## src/rtl/irq_status_unit.sv

```systemverilog
module irq_status_unit #(
  parameter int ADDR_W   = 12,
  parameter int DATA_W   = 32,
  parameter int NUM_EVT  = 11,
  parameter int NUM_FLAG = 11,
  parameter int NUM_IRQ  = 2
) (
  input  logic              clk,
  input  logic              rst_n,
  input  logic [NUM_EVT-1:0]  ev_set,
  input  logic [NUM_FLAG-1:0] flag_lvl,
  input  logic              bus_sel,
  input  logic              bus_we,
  input  logic [ADDR_W-1:0] bus_addr,
  input  logic [DATA_W-1:0] bus_wdata,
  output logic [DATA_W-1:0] bus_rdata,
  output logic [NUM_IRQ-1:0] irq_out
);
  localparam int STAT_W = NUM_EVT + NUM_FLAG;
  localparam logic [NUM_EVT-1:0] EVT_VALID = ~(NUM_EVT'(1) << 9);
  localparam logic [ADDR_W-1:0] A_STAT  = ADDR_W'('h34);
  localparam logic [ADDR_W-1:0] A_CLR   = ADDR_W'('h38);
  localparam logic [ADDR_W-1:0] A_MASK0 = ADDR_W'('h3C);
  localparam logic [ADDR_W-1:0] A_IDLO  = ADDR_W'('hFE0);

  logic [NUM_EVT-1:0] evt_q;
  logic [DATA_W-1:0]  mask_q [NUM_IRQ];
  logic [DATA_W-1:0]  status_w;
  logic               wr;
  logic [NUM_EVT-1:0] clr_bits;

  function automatic logic [7:0] id_byte(input logic [2:0] k);
    case (k)
      3'd0: id_byte = 8'h81;
      3'd1: id_byte = 8'h11;
      3'd2: id_byte = 8'h04;
      3'd3: id_byte = 8'h00;
      3'd4: id_byte = 8'h0D;
      3'd5: id_byte = 8'hF0;
      3'd6: id_byte = 8'h05;
      default: id_byte = 8'hB1;
    endcase
  endfunction

  assign wr       = bus_sel & bus_we;
  assign clr_bits = (wr && bus_addr == A_CLR) ? bus_wdata[NUM_EVT-1:0] : '0;
  assign status_w = {{(DATA_W-STAT_W){1'b0}}, flag_lvl, evt_q};

  always_ff @(posedge clk or negedge rst_n) begin
    if (!rst_n) evt_q <= '0;
    else        evt_q <= ((evt_q & ~clr_bits) | ev_set) & EVT_VALID;
  end

  for (genvar i = 0; i < NUM_IRQ; i++) begin : g_line
    localparam logic [ADDR_W-1:0] A_MASK = A_MASK0 + ADDR_W'(4 * i);
    always_ff @(posedge clk or negedge rst_n) begin
      if (!rst_n)                        mask_q[i] <= '0;
      else if (wr && bus_addr == A_MASK) mask_q[i] <= bus_wdata;
    end
    assign irq_out[i] = |(status_w & mask_q[i]);
  end

  always_comb begin
    bus_rdata = '0;
    if (bus_addr == A_STAT) bus_rdata = status_w;
    for (int i = 0; i < NUM_IRQ; i++)
      if (bus_addr == A_MASK0 + ADDR_W'(4 * i)) bus_rdata = mask_q[i];
    if (bus_addr >= A_IDLO && bus_addr[1:0] == 2'b00)
      bus_rdata = DATA_W'(id_byte(bus_addr[4:2]));
  end
endmodule


```

## config.mk

```make
export PLATFORM = sky130hd
export DESIGN_NAME = irq_status_unit
export DESIGN_NICKNAME = d
export VERILOG_FILES = /design/src/rtl/irq_status_unit.sv
export SDC_FILE = /design/constraint.sdc
export NUM_CORES = 1
export LEC_CHECK = 0
export ABC_AREA = 1
export BUFFER_PORTS_ARGS = -buffer_cell sky130_fd_sc_hd__clkbuf_2
export CAP_MARGIN = 30
export CORE_MARGIN = 4
export CORE_UTILIZATION = 59
export DETAILED_ROUTE_END_ITERATION = 8
export PLACE_DENSITY = 0.86
export SLEW_MARGIN = 0
export SYNTH_ARGS = -nofsm -noshare
export SYNTH_HDL_FRONTEND = slang
export SYNTH_SLANG_ARGS = --single-unit
```

## constraint.sdc

```tcl
create_clock -name clk -period 3 [get_ports clk]
set_input_delay 0.6 -clock clk [delete_from_list [all_inputs] [get_ports clk]]
set_output_delay 0.6 -clock clk [all_outputs]
set_load 0.05 [all_outputs]
```

* Word level (Yosys, flattened, before mapping)
Index checks and enable logic that the tools add are counted.
** Word-level totals
- Register bits :: 74
- Bits of input ports :: 70
- Output and inout port bits :: 34
- Logic and storage cells :: 34
** Operators by class
- Magnitude comparators :: 1
- Eq/ne operators :: 10
- Muxes and demuxes :: 6
- Bitwise operators :: 6
- Reduce and logical (&&, ||, !) cells :: 8
** Operators by type and width (number)
- two-way mux 32 bit :: 3
- bitwise AND 22 x 32 -> 32 bit :: 2
- OR reduction 32 bit :: 2
- case mux 8 bit (7 select lines) :: 1
- == test 12 x 6 -> 1 bit, second input constant :: 3
- two-way mux 22 bit :: 1
- == test 12 x 7 -> 1 bit, second input constant :: 1
- >= comparator 12 bit, second input constant :: 1
- bitwise AND 11 bit :: 1
- two-way mux 11 bit :: 1
- NOT 11 bit :: 1
- OR 11 bit :: 1
- == test 3 bit, second input constant :: 3
- == test 3 x 2 -> 1 bit, second input constant :: 2
- logical AND 1 bit :: 4
- == test 3 x 1 -> 1 bit, second input constant :: 1
- logical NOT 3 bit :: 1
- logical NOT 2 bit :: 1
- bitwise AND 1 bit :: 1

* Longest topological paths before layout
Gate-level depths: netlist of run 1.
- Word-level depth :: 6
- Gate-level depth with buffers :: 9
- Mapped depth without buffers :: 8

* Least setup slack after synthesis of run 1
Ideal clock, no wire load.
- Kind :: input to output
- Start point :: input port bus_addr[11]
- End point :: output port bus_rdata[22]
- Data arrival time :: 2.101 ns
- Required time :: 2.400 ns
- Path slack :: 0.299 ns
- Stages :: 6
- Path buffers :: 1
- Cell sequence :: nor2_1 > nand2_1 > nor2_4 > nand2_2 > buf_2 > a21oi_1
** Between the ends
- Longest elaborated chain between the ends :: 4
- Elaborated cells between the ends (all ways) :: 7
- Classes of those cells :: order compare (1); eq/ne (2); mux (3); reduce/logical (1)
** RTL lines
- from (decl) :: RTL line 14 : input logic [ADDR_W-1:0] bus_addr,
- parallel branches: the longest is 3 deep, another holds >= comparator 12 bit
- two-way mux 32 bit (*) :: RTL line 68 : if (bus_addr >= A_IDLO && bus_addr[1:0] == 2'b00)
- to (decl) :: RTL line 16 : output logic [DATA_W-1:0] bus_rdata,
Mark *: on every way between the ends.

* Worst setup path in the final report of run 1
- Start point :: input port bus_addr[9]
- End point :: output port bus_rdata[5]
** Between the ends
- Longest elaborated chain between the ends :: 5
- Elaborated cells between the ends (all ways) :: 9
- Classes of those cells :: order compare (1); eq/ne (3); mux (4); reduce/logical (1)
** RTL lines (RTL line)
- parallel branches: the longest is 4 deep, another holds >= comparator 12 bit
- two-way mux 32 bit (*) :: 68
Marked as above.

==> results of run 1 <==
==> worst max-delay path, stage by stage <==
cell	delay [ps]
clkbuf_2	90
nor2_1	100
nand2_1	180
nor2_8	310
buf_4	260
nand3_1	120
nand3_1	110
nand2_1	60
nand2_1	120
buf_12	150
==> stage by stage <==
step | instance area [sq um] | setup WS (ps)
after detailed placement | 5480 | 308
after global routing | 5670 | 184
after CTS | 5670 | 273
final | 5670 | 285
after floorplan | 4630 | 299
after global placement | 5480 | 363
==> synth_stat cells, types with 2 or more instances <==
cell      number  area (sq um)
a21oi_1       18          90.1
buf_2         18          90.1
o21ai_1       32           160
nand3b_1      13          97.6
inv_1        103           387
nor2_4         2          22.5
nand2_1      161           604
nand3_4        2          35.0
nand2_2        3          18.8
o21ai_0       15          75.1
buf_4          7          52.6
nor2_1        46           173
nand3_1       84           420
nand4_1        7          43.8
clkbuf_1       3          11.3
o21bai_1      10          75.1
dfrtp_1       74          1850
nand3_2        2          20.0
buf_6          6          67.6
o21ai_2       32           280
==> how the worst min path moves through the flow <==
stage / from / end / slack (ps) / depth (start not counted)
finish: rst_n / mask_q[49] / 340 / 1
global placement: mask_q[41] / mask_q[41] / 470 / 2
floorplan: rst_n / evt_q[0] / 300 / 0
global route: rst_n / mask_q[17] / 390 / 1
CTS: rst_n / mask_q[49] / 350 / 1
detailed placement: mask_q[60] / mask_q[60] / 470 / 2
==> flip-flops by register name, indices dropped and copies added, names as in the netlist <==
signal	cells
mask_q	64
evt_q	10
==> power by group through the flow <==
stage	combinational [mW]	clock (mW)	sequential, mW
6_report	0.152	0.763	1.00
5_1_grt	0.169	0.811	1.00
4_1_cts	0.152	0.766	1.00
3_5_place_dp	0.151	0	1.02
3_3_place_gp	0.147	0	1.02
2_1_floorplan	0.0628	0	1.02
==> routing by layer <==
metal	vias up	share of wire (%)
met5	-	0
met4	0	2.9
met3	37	8.9
met2	222	48
met1	2071	40
li1	2222	-
==> kinds of logic (layout without fill, tap and decap cells) <==
| family | Yosys count | in the layout | synth area share [%] |
|---|---|---|---|
| AOI/OAI and AO/OA | 109 | 109 | 15.0 |
| buffers and inverters | 139 | 235 | 13.3 |
| DFF | 74 | 74 | 40.0 |
| and+or+nand+nor | 323 | 323 | 31.7 |
==> area by class of cell <==
type                            instances  area, sq um
Inverter                              104          390
Sequential cell                        74         1850
Tap cell                              102          128
Fill cell                             569         2010
Clock buffer                           10          138
Multi-Input combinational cell        432         2160
Clock inverter                          5         55.1
Timing Repair Buffer                  116          951
==> results_dict.tcl, run 1 <==
set metrics [dict create \
    status "finished, final reports clean" \
    grt_use_met1_pct 33.9 \
    post-route-period-util_pct 90.5 \
    finalWirelength_um 12000 \
    yosysWarnings 0 \
    layout.nets 807 \
    grt_pass1_vias 4341 \
    yosysUniqueCellTypes 27 \
    drtIter0Drc 348 \
    cellLeakagePower_nw 3.15 \
    final_common_cell "nand2_1" \
    syn_area_per_cell_sq_um 7.18 \
    async_flop_share_pct 100 \
    dp_cells 828 \
    hold_viol 0 \
    h-tree-depth 3 \
    fin_hold_ws_ps 335 \
    swShare_pct 24.2 \
    postRouteAntennaNets 0 \
    peakVddDrop_mv 0.347 \
    clock.fmax_ghz 0.368 \
    post_cts_buffers 0 \
    syn_inst 645 \
    cts_tree "done" \
    clk_pin_slew_ps 80 \
    path_class "input pin to output pin" \
    syn_area_sq_um 4630 \
    synth_edf_count 0 \
    slew_violations 0 \
    r2r_cells 2 \
    slew-limit-headroom_pct 45.0 \
    dp_hpwl_um 8450 \
    io_buffers 102 \
    routabilityCongestion 0.966 \
    die_y_um 96.6 \
    ys_ff_latch 74 \
    hold_class "input pin to asynchronous set/reset pin" \
    drv_cap 0 \
    grt_setup_unrepaired "false" \
    worstMarginPinSlew_ps 825 \
    comb_power_share_pct 8.0 \
    clk_latency_ps 340 \
    rrSetupSlack_ps 2280 \
    fin_crit_ps 2710 \
    grt_max_degree 65 \
    grt_use_total_pct 26.6 \
    core_sq_um 7690 \
    p_int_mw 1.45 \
    cp-start-kind "input pin" \
    seqPwrFrac_pct 52.2 \
    antenna_found_initial 0 \
    drcViolationCount 0 \
    grt_overflow 0 \
    p_total_mw 1.92 \
    dr.pass1.iters 5 \
    endpoint_kind "output pin" \
    hold_buffers 0 \
    ys.flop_type "dfrtp_1" \
    p_per_area_nw_per_um2 338 \
    antennaDiodeCount 0 \
    final_cell_mix "nand2_1 (161), inv_1 (103), nand3_1 (84)" \
    cts_buffers 9 \
    clockPowerShare_pct 39.8 \
    crit_start "bus_addr[9]" \
    clockBufferDepth 2 \
    busiest_layer "met2" \
    dr_total_vias 4552 \
    finalSetupViolCount 0 \
    cp.arrival_ps 2110 \
    final_util_pct 73.8 \
    crit_end "bus_rdata[5]" \
    wire_per_inst_um 14.2 \
    cts_resized 0 \
    rows 32 \
    clock-sinks 74 \
    rr_endpoint "mask_q[46]" \
    met3_usage_pct 4.57 \
    cts_root_buf "clkbuf_8" \
    tns_ps 0 \
    required_ps 2400 \
    grt_pass1_wl_um 19400 \
    syn_to_final_growth_pct 22.6 \
    finalNonFillerCells 843 \
    io_pins 104 \
    start_util_pct 60.2 \
    yosysSeqAreaShare_pct 40.0 \
    dieArea_sq_um 9330 \
    critPathMaxFanout 14 \
    fp.dieW_um 96.6 \
    vias_per_cell 5.40 \
    syn_nets 715 \
    grt_use_met2_pct 44.4 \
    p_switching_mw 0.463 \
    finClkSkew_ps 0 \
    r2r_start "mask_q[46]" \
    drive_gt1_share_pct 23.6 \
]
(Power assumes the default switching activity.)
==> run 2: changes to the inputs <==
--- a/config.mk
+++ b/config.mk
@@ -7,3 +7,3 @@
 export LEC_CHECK = 0
-export ABC_AREA = 1
+export ABC_AREA = 0
 export BUFFER_PORTS_ARGS = -buffer_cell sky130_fd_sc_hd__clkbuf_2
@@ -11,5 +11,5 @@
 export CORE_MARGIN = 4
-export CORE_UTILIZATION = 59
+export CORE_UTILIZATION = 57
 export DETAILED_ROUTE_END_ITERATION = 8
-export PLACE_DENSITY = 0.86
+export PLACE_DENSITY = 0.85
 export SLEW_MARGIN = 0
==> constraint.sdc (replaced) <==
create_clock -name clk -period 3 [get_ports clk]
set_input_delay 0.15 -clock clk [delete_from_list [all_inputs] [get_ports clk]]
set_output_delay 0.15 -clock clk [all_outputs]
set_load 0.05 [all_outputs]
==> run 2 against run 1 <==
- clock skew unchanged
- sequential power about the same
- critical endpoint is now bus_rdata[6]
- synthesized cell count decreased by 47%
- largest cell class unchanged
- highest routed layer unchanged
- clock power decreased by 1%
- critical path depth decreased by 3
- cell count decreased by 36%
- cell area decreased by 15%
- maximum frequency increased by 9.6%
- flip-flop and latch count unchanged
- setup slack improved by 240 ps
- combinational power decreased by 11%
- die area decreased by 10%
==> results_dict.tcl, run 2 <==
set metrics [dict create \
    status "finished, final reports clean" \
    drtIter0Drc 387 \
    grt_pass1_vias 3556 \
    slew-limit-headroom_pct 41.3 \
    antenna_found_initial 0 \
    ys.flop_type "dfrtp_1" \
    finalSetupViolCount 0 \
    ys_ff_latch 74 \
    dieArea_sq_um 8390 \
    synth_edf_count 0 \
    syn_to_final_growth_pct 20.4 \
    cellLeakagePower_nw 2.41 \
    preCtsSetupSlack_ps 393 \
    slew_violations 0 \
    yosys-top-cells-count "dfrtp_1 (74), mux2_2 (32), mux2_4 (30), o21ai_0 (20), a21oi_1 (18)" \
    largest_register_ffs 64 \
    path_class "input pin to output pin" \
    critPathMaxFanout 26 \
    yosysMostFrequentCell "dfrtp_1" \
    cts_tree "done" \
    dr.pass1.iters 8 \
    grt_max_degree 33 \
    worstMarginPinSlew_ps 872 \
    final_cell_mix "clkbuf_2 (101), dfrtp_1 (74), mux2_2 (32)" \
    cp-start-kind "input pin" \
    post_cts_buffers 0 \
    netlist.area_leader.share_pct 46.5 \
    clock-sinks 74 \
    start_util_pct 58.7 \
    hold_class "input pin to flop" \
    io_pins 104 \
    rows 30 \
    core_sq_um 6790 \
    cts_root_buf "clkbuf_8" \
    h-tree-depth 3 \
    syn_nets 409 \
    syn_inst 339 \
    worst_slack_ps 523 \
    dr_total_vias 3491 \
    grt_overflow 0 \
    yosysWarnings 0 \
    wire_per_inst_um 21.0 \
    drv_cap 0 \
    cp.arrival_ps 2330 \
    tns_ps 0 \
    io_buffers 102 \
    drcViolationCount 0 \
    die_y_um 91.6 \
    clk_latency_ps 340 \
    required_ps 2850 \
    peakVddDrop_mv 0.396 \
    grt_pass1_wl_um 18100 \
    grt_setup_unrepaired "false" \
    finClkSkew_ps 0 \
    postRouteAntennaNets 0 \
    async_flop_share_pct 100 \
    regMostFlops "mask_q" \
    cts_buffers 9 \
    routabilityCongestion 0.944 \
    finalWirelength_um 11400 \
    yosysUniqueCellTypes 43 \
    endpoint_kind "output pin" \
    top_regs "mask_q: 64 flops, evt_q: 10 flops" \
    yosysSeqAreaShare_pct 46.5 \
    dp_hpwl_um 8150 \
    syn_area_sq_um 3990 \
    grt_use_total_pct 27.3 \
    vias_per_cell 6.45 \
    final_common_cell "clkbuf_2" \
    antennaDiodeCount 0 \
    synth_area_leader_cell "dfrtp_1" \
    drive_gt1_share_pct 45.2 \
    fp.dieW_um 91.6 \
    hold_buffers 2 \
    layout.nets 510 \
    fin_crit_ps 2480 \
    final_util_pct 70.6 \
    clock.fmax_ghz 0.404 \
    post-route-period-util_pct 82.6 \
    hold_viol 0 \
    clk_pin_slew_ps 80 \
    p_per_area_nw_per_um2 394 \
    syn_area_per_cell_sq_um 11.8 \
    cts_resized 0 \
    ys_top_cells_by_area "dfrtp_1 (46%), mux2_4 (11%), mux2_2 (9.0%)" \
    clockBufferDepth 2 \
    fillers 485 \
]
run 2: changes by cell type in the layout (fill, tap and decap cells not counted), sizes merged, moves of 10 or more:
cell,previous run,this run
inv,104,11
nor2,50,12
a22o,0,14
mux2,0,64
a221oi,0,17
clkbuf,92,111
a22oi,0,15
nand3b,13,1
o21bai,10,0
o21ai,79,20
nand2,164,4
buf,34,13
nand3,88,5
run 2: cells by family after synthesis:
| logic type | Yosys count | share of synthesized area (%) |
|---|---|---|
| AOI/OAI and AO/OA | 110 | 19.5 |
| DFF | 74 | 46.5 |
| muxes | 64 | 20.9 |
| and+or+nand+nor | 55 | 8.67 |
| buffers and inverters | 36 | 4.49 |
run 2: worst paths after layout:
kind | startpoint | end | slack, ps | cells after the start
setup / recovery | bus_addr[8] | bus_rdata[6] | 520 | 7
hold / removal | bus_wdata[6] | evt_q[6] | 20 | 2
setup reg to reg | mask_q[32] | mask_q[32] | 2180 | 1
hold reg to reg | mask_q[62] | mask_q[62] | 510 | 1
max in group asynchronous | rst_n | evt_q[0] | 1850 | 3
min in group asynchronous | rst_n | mask_q[13] | 380 | 2
run 2: worst max-delay path, cell delays in order:
cell      delay, ps
clkbuf_2         90
or4_1           650
nor4_4          300
buf_4           350
a22oi_1         150
a22oi_1         280
clkbuf_2        330
run 2: per-layer routing:
metal	global-route usage, %	wire (um)	vias up	share of wire (%)
met5	0	0	-	0
met2	44.5	5420	213	48
met4	11.6	363	0	3.2
li1	-	-	1522	-
met1	35.4	4570	1715	40
met3	5.41	1010	41	8.9
run 2: per-stage QoR:
stage / area [sq um] / instances / hold slack, ps / total power [mW]
floorplan: 3990 / 339 / -146 / 1.06
CTS: 4800 / 541 / 0.115 / 1.91
detailed placement: 4590 / 523 / 236 / 1.15
global route: 4800 / 541 / 6.92 / 1.96
finish: 4800 / 541 / 15.9 / 1.89
global placement: 4590 / 523 / 226 / 1.15
run 2: power by group:
group,internal (mW),switching [mW]
logic,0.0516,0.0835
registers,0.999,0.00170
clock network,0.386,0.368
total,1.44,0.454
run 2: final cells by class:
type / count / area, sq um / area share [%]
flip-flops and latches: 74 / 1850 / 38.6
repair buffers: 116 / 621 / 12.9
clock buffers: 10 / 128 / 2.66
inverters: 10 / 37.5 / 0.782
well taps: 96 / 120 / 2.50
clock inverters: 6 / 65.1 / 1.36
multi-input cells: 229 / 1980 / 41.2
==> run 3: changes to the inputs <==
Settings changed: CORE_UTILIZATION 57 to 53, PLACE_DENSITY 0.85 to 0.8.
Clock period 3 ns to 2.5 ns, I/O delays scaled along.
==> run 3 against run 2 <==
- die area rose by 6.9%
- highest routed layer unchanged
- critical endpoint is now bus_rdata[4]
- largest cell class unchanged
- core utilization down 1.6 points
- routed wire length is 0.46% lower
- the run now ends with hold timing left
- first-iteration DRC count shrank 18%
==> results_dict.tcl, run 3 (same netlist as run 2, synthesis figures left out) <==
set metrics [dict create \
    dr_total_vias 3478 \
    die_y_um 94.7 \
    fin_crit_ps 2270 \
    grt_overflow 0 \
    finClkSkew_ps 0 \
    grt_pass1_wl_um 17900 \
    final_cell_mix "clkbuf_2 (98), dfrtp_1 (74), mux2_2 (32)" \
    placed_area_sq_um 4790 \
    p_per_area_nw_per_um2 454 \
    drtIter0Drc 318 \
    cts_tree "done" \
    status "finished, violations left" \
    violations "hold timing" \
    grt_use_total_pct 26.2 \
    clockBufferDepth 2 \
    hold_viol 11 \
    antenna_found_initial 0 \
    layout.nets 520 \
    worstMarginPinSlew_ps 934 \
    endpoint_kind "output pin" \
    start_util_pct 54.6 \
    wire_per_inst_um 20.4 \
    grt_max_degree 75 \
    vias_per_cell 6.28 \
    io_pins 104 \
    io_buffers 102 \
    core_sq_um 7290 \
    cts_buffers 9 \
    dp_cells 533 \
    hold_class "input pin to asynchronous set/reset pin" \
    peakVddDrop_mv 0.285 \
    clk_latency_ps 340 \
    fp.dieW_um 94.7 \
    cellLeakagePower_nw 2.48 \
    largest_register_ffs 64 \
    dp_hpwl_um 8310 \
    finalNonFillerCells 554 \
    dieArea_sq_um 8970 \
    top_regs "mask_q: 64 flops, evt_q: 10 flops" \
    cp.arrival_ps 2150 \
    path_class "input pin to output pin" \
    dr.pass1.iters 6 \
    drcViolationCount 0 \
    grt_setup_unrepaired "false" \
    cts_root_buf "clkbuf_8" \
    finalSetupViolCount 0 \
    regMostFlops "mask_q" \
    clock.fmax_ghz 0.440 \
    final_area_sq_um 5030 \
    post-route-period-util_pct 90.9 \
    cp-start-kind "input pin" \
    finalWirelength_um 11300 \
    postRouteAntennaNets 0 \
    slew_violations 0 \
    slew-limit-headroom_pct 37.8 \
    fin_hold_ws_ps -17.8 \
    syn_to_final_growth_pct 26.2 \
    p_total_mw 2.28 \
    required_ps 2380 \
    routabilityCongestion 0.954 \
    clk_pin_slew_ps 70 \
    final_common_cell "clkbuf_2" \
    clock-sinks 74 \
    drv_cap 0 \
    h-tree-depth 3 \
    rows 31 \
    critPathMaxFanout 21 \
    post_cts_buffers 0 \
    drive_gt1_share_pct 48.4 \
    antennaDiodeCount 0 \
    grt_pass1_vias 3423 \
]
## run 3: changes by cell type in the layout (fill, tap and decap cells not counted), moves of 3 or more
cell           change
a21oi_1            -9
a21oi_2            +9
buf_12             +7
buf_4              +3
clkbuf_2           -3
dlygate4sd3_1      +3
## run 3: routing by layer
layer	GRT usage [%]	up-vias	part of all wire, %
met4	8.77	0	2.2
met3	5.10	18	8.3
li1	-	1548	-
met1	36.4	1732	41
met2	41.3	180	48
met5	0	-	0
## run 3: repair_timing
item | CTS | global route
gates resized for setup | 0 | 0
setup endpoints to repair | 0 | 0
hold buffers | 5 | 0
hold endpoints to repair | 5 | 0
## run 3: worst paths after layout
| kind | startpoint | slack (ps) | depth (start not counted) | endpoint |
|---|---|---|---|---|
| max in group asynchronous | rst_n | 1880 | 2 | evt_q[5] |
| max | bus_addr[8] | 230 | 8 | bus_rdata[4] |
| min in group clk | bus_wdata[7] | 0 | 2 | evt_q[7] |
| min | rst_n | -20 | 2 | evt_q[7] |
| max reg2reg | mask_q[32] | 1690 | 1 | mask_q[32] |
| min reg2reg | mask_q[58] | 510 | 1 | mask_q[58] |
## run 3: critical path, cell delays in order
cell       delay, ps
clkbuf_2         100
or4_1            530
buf_4            180
nor4_2           360
buf_12           210
a2bb2oi_1         70
o21ai_0          370
buf_12           190
## run 3: report_power, final
group	total (mW)	leakage (nW)	internal [mW]	switching [mW]
Clock	0.911	0.0966	0.463	0.448
Sequential	1.20	0.982	1.20	0.00196
Combinational	0.172	1.40	0.0688	0.103
## run 3: per-stage QoR
| step | utilization (%) | setup TNS, ps | setup WS (ps) |
|---|---|---|---|
| 2_1_floorplan | - | -0.433 | -0.433 |
| 3_3_place_gp | 65.7 | 0 | 205 |
| 3_5_place_dp | 65.7 | 0 | 193 |
| 4_1_cts | 69.0 | 0 | 228 |
| 5_1_grt | 69.0 | 0 | 146 |
| 6_report | 69.0 | 0 | 227 |
## run 3: layout make-up
class	count	area, sq um
inverter	10	37.5
clock buffer	10	128
sequential	74	1850
multi-input combinational	229	2030
tap	99	124
clock inverter	6	65.1
timing repair buffer	126	798
fill	562	2260
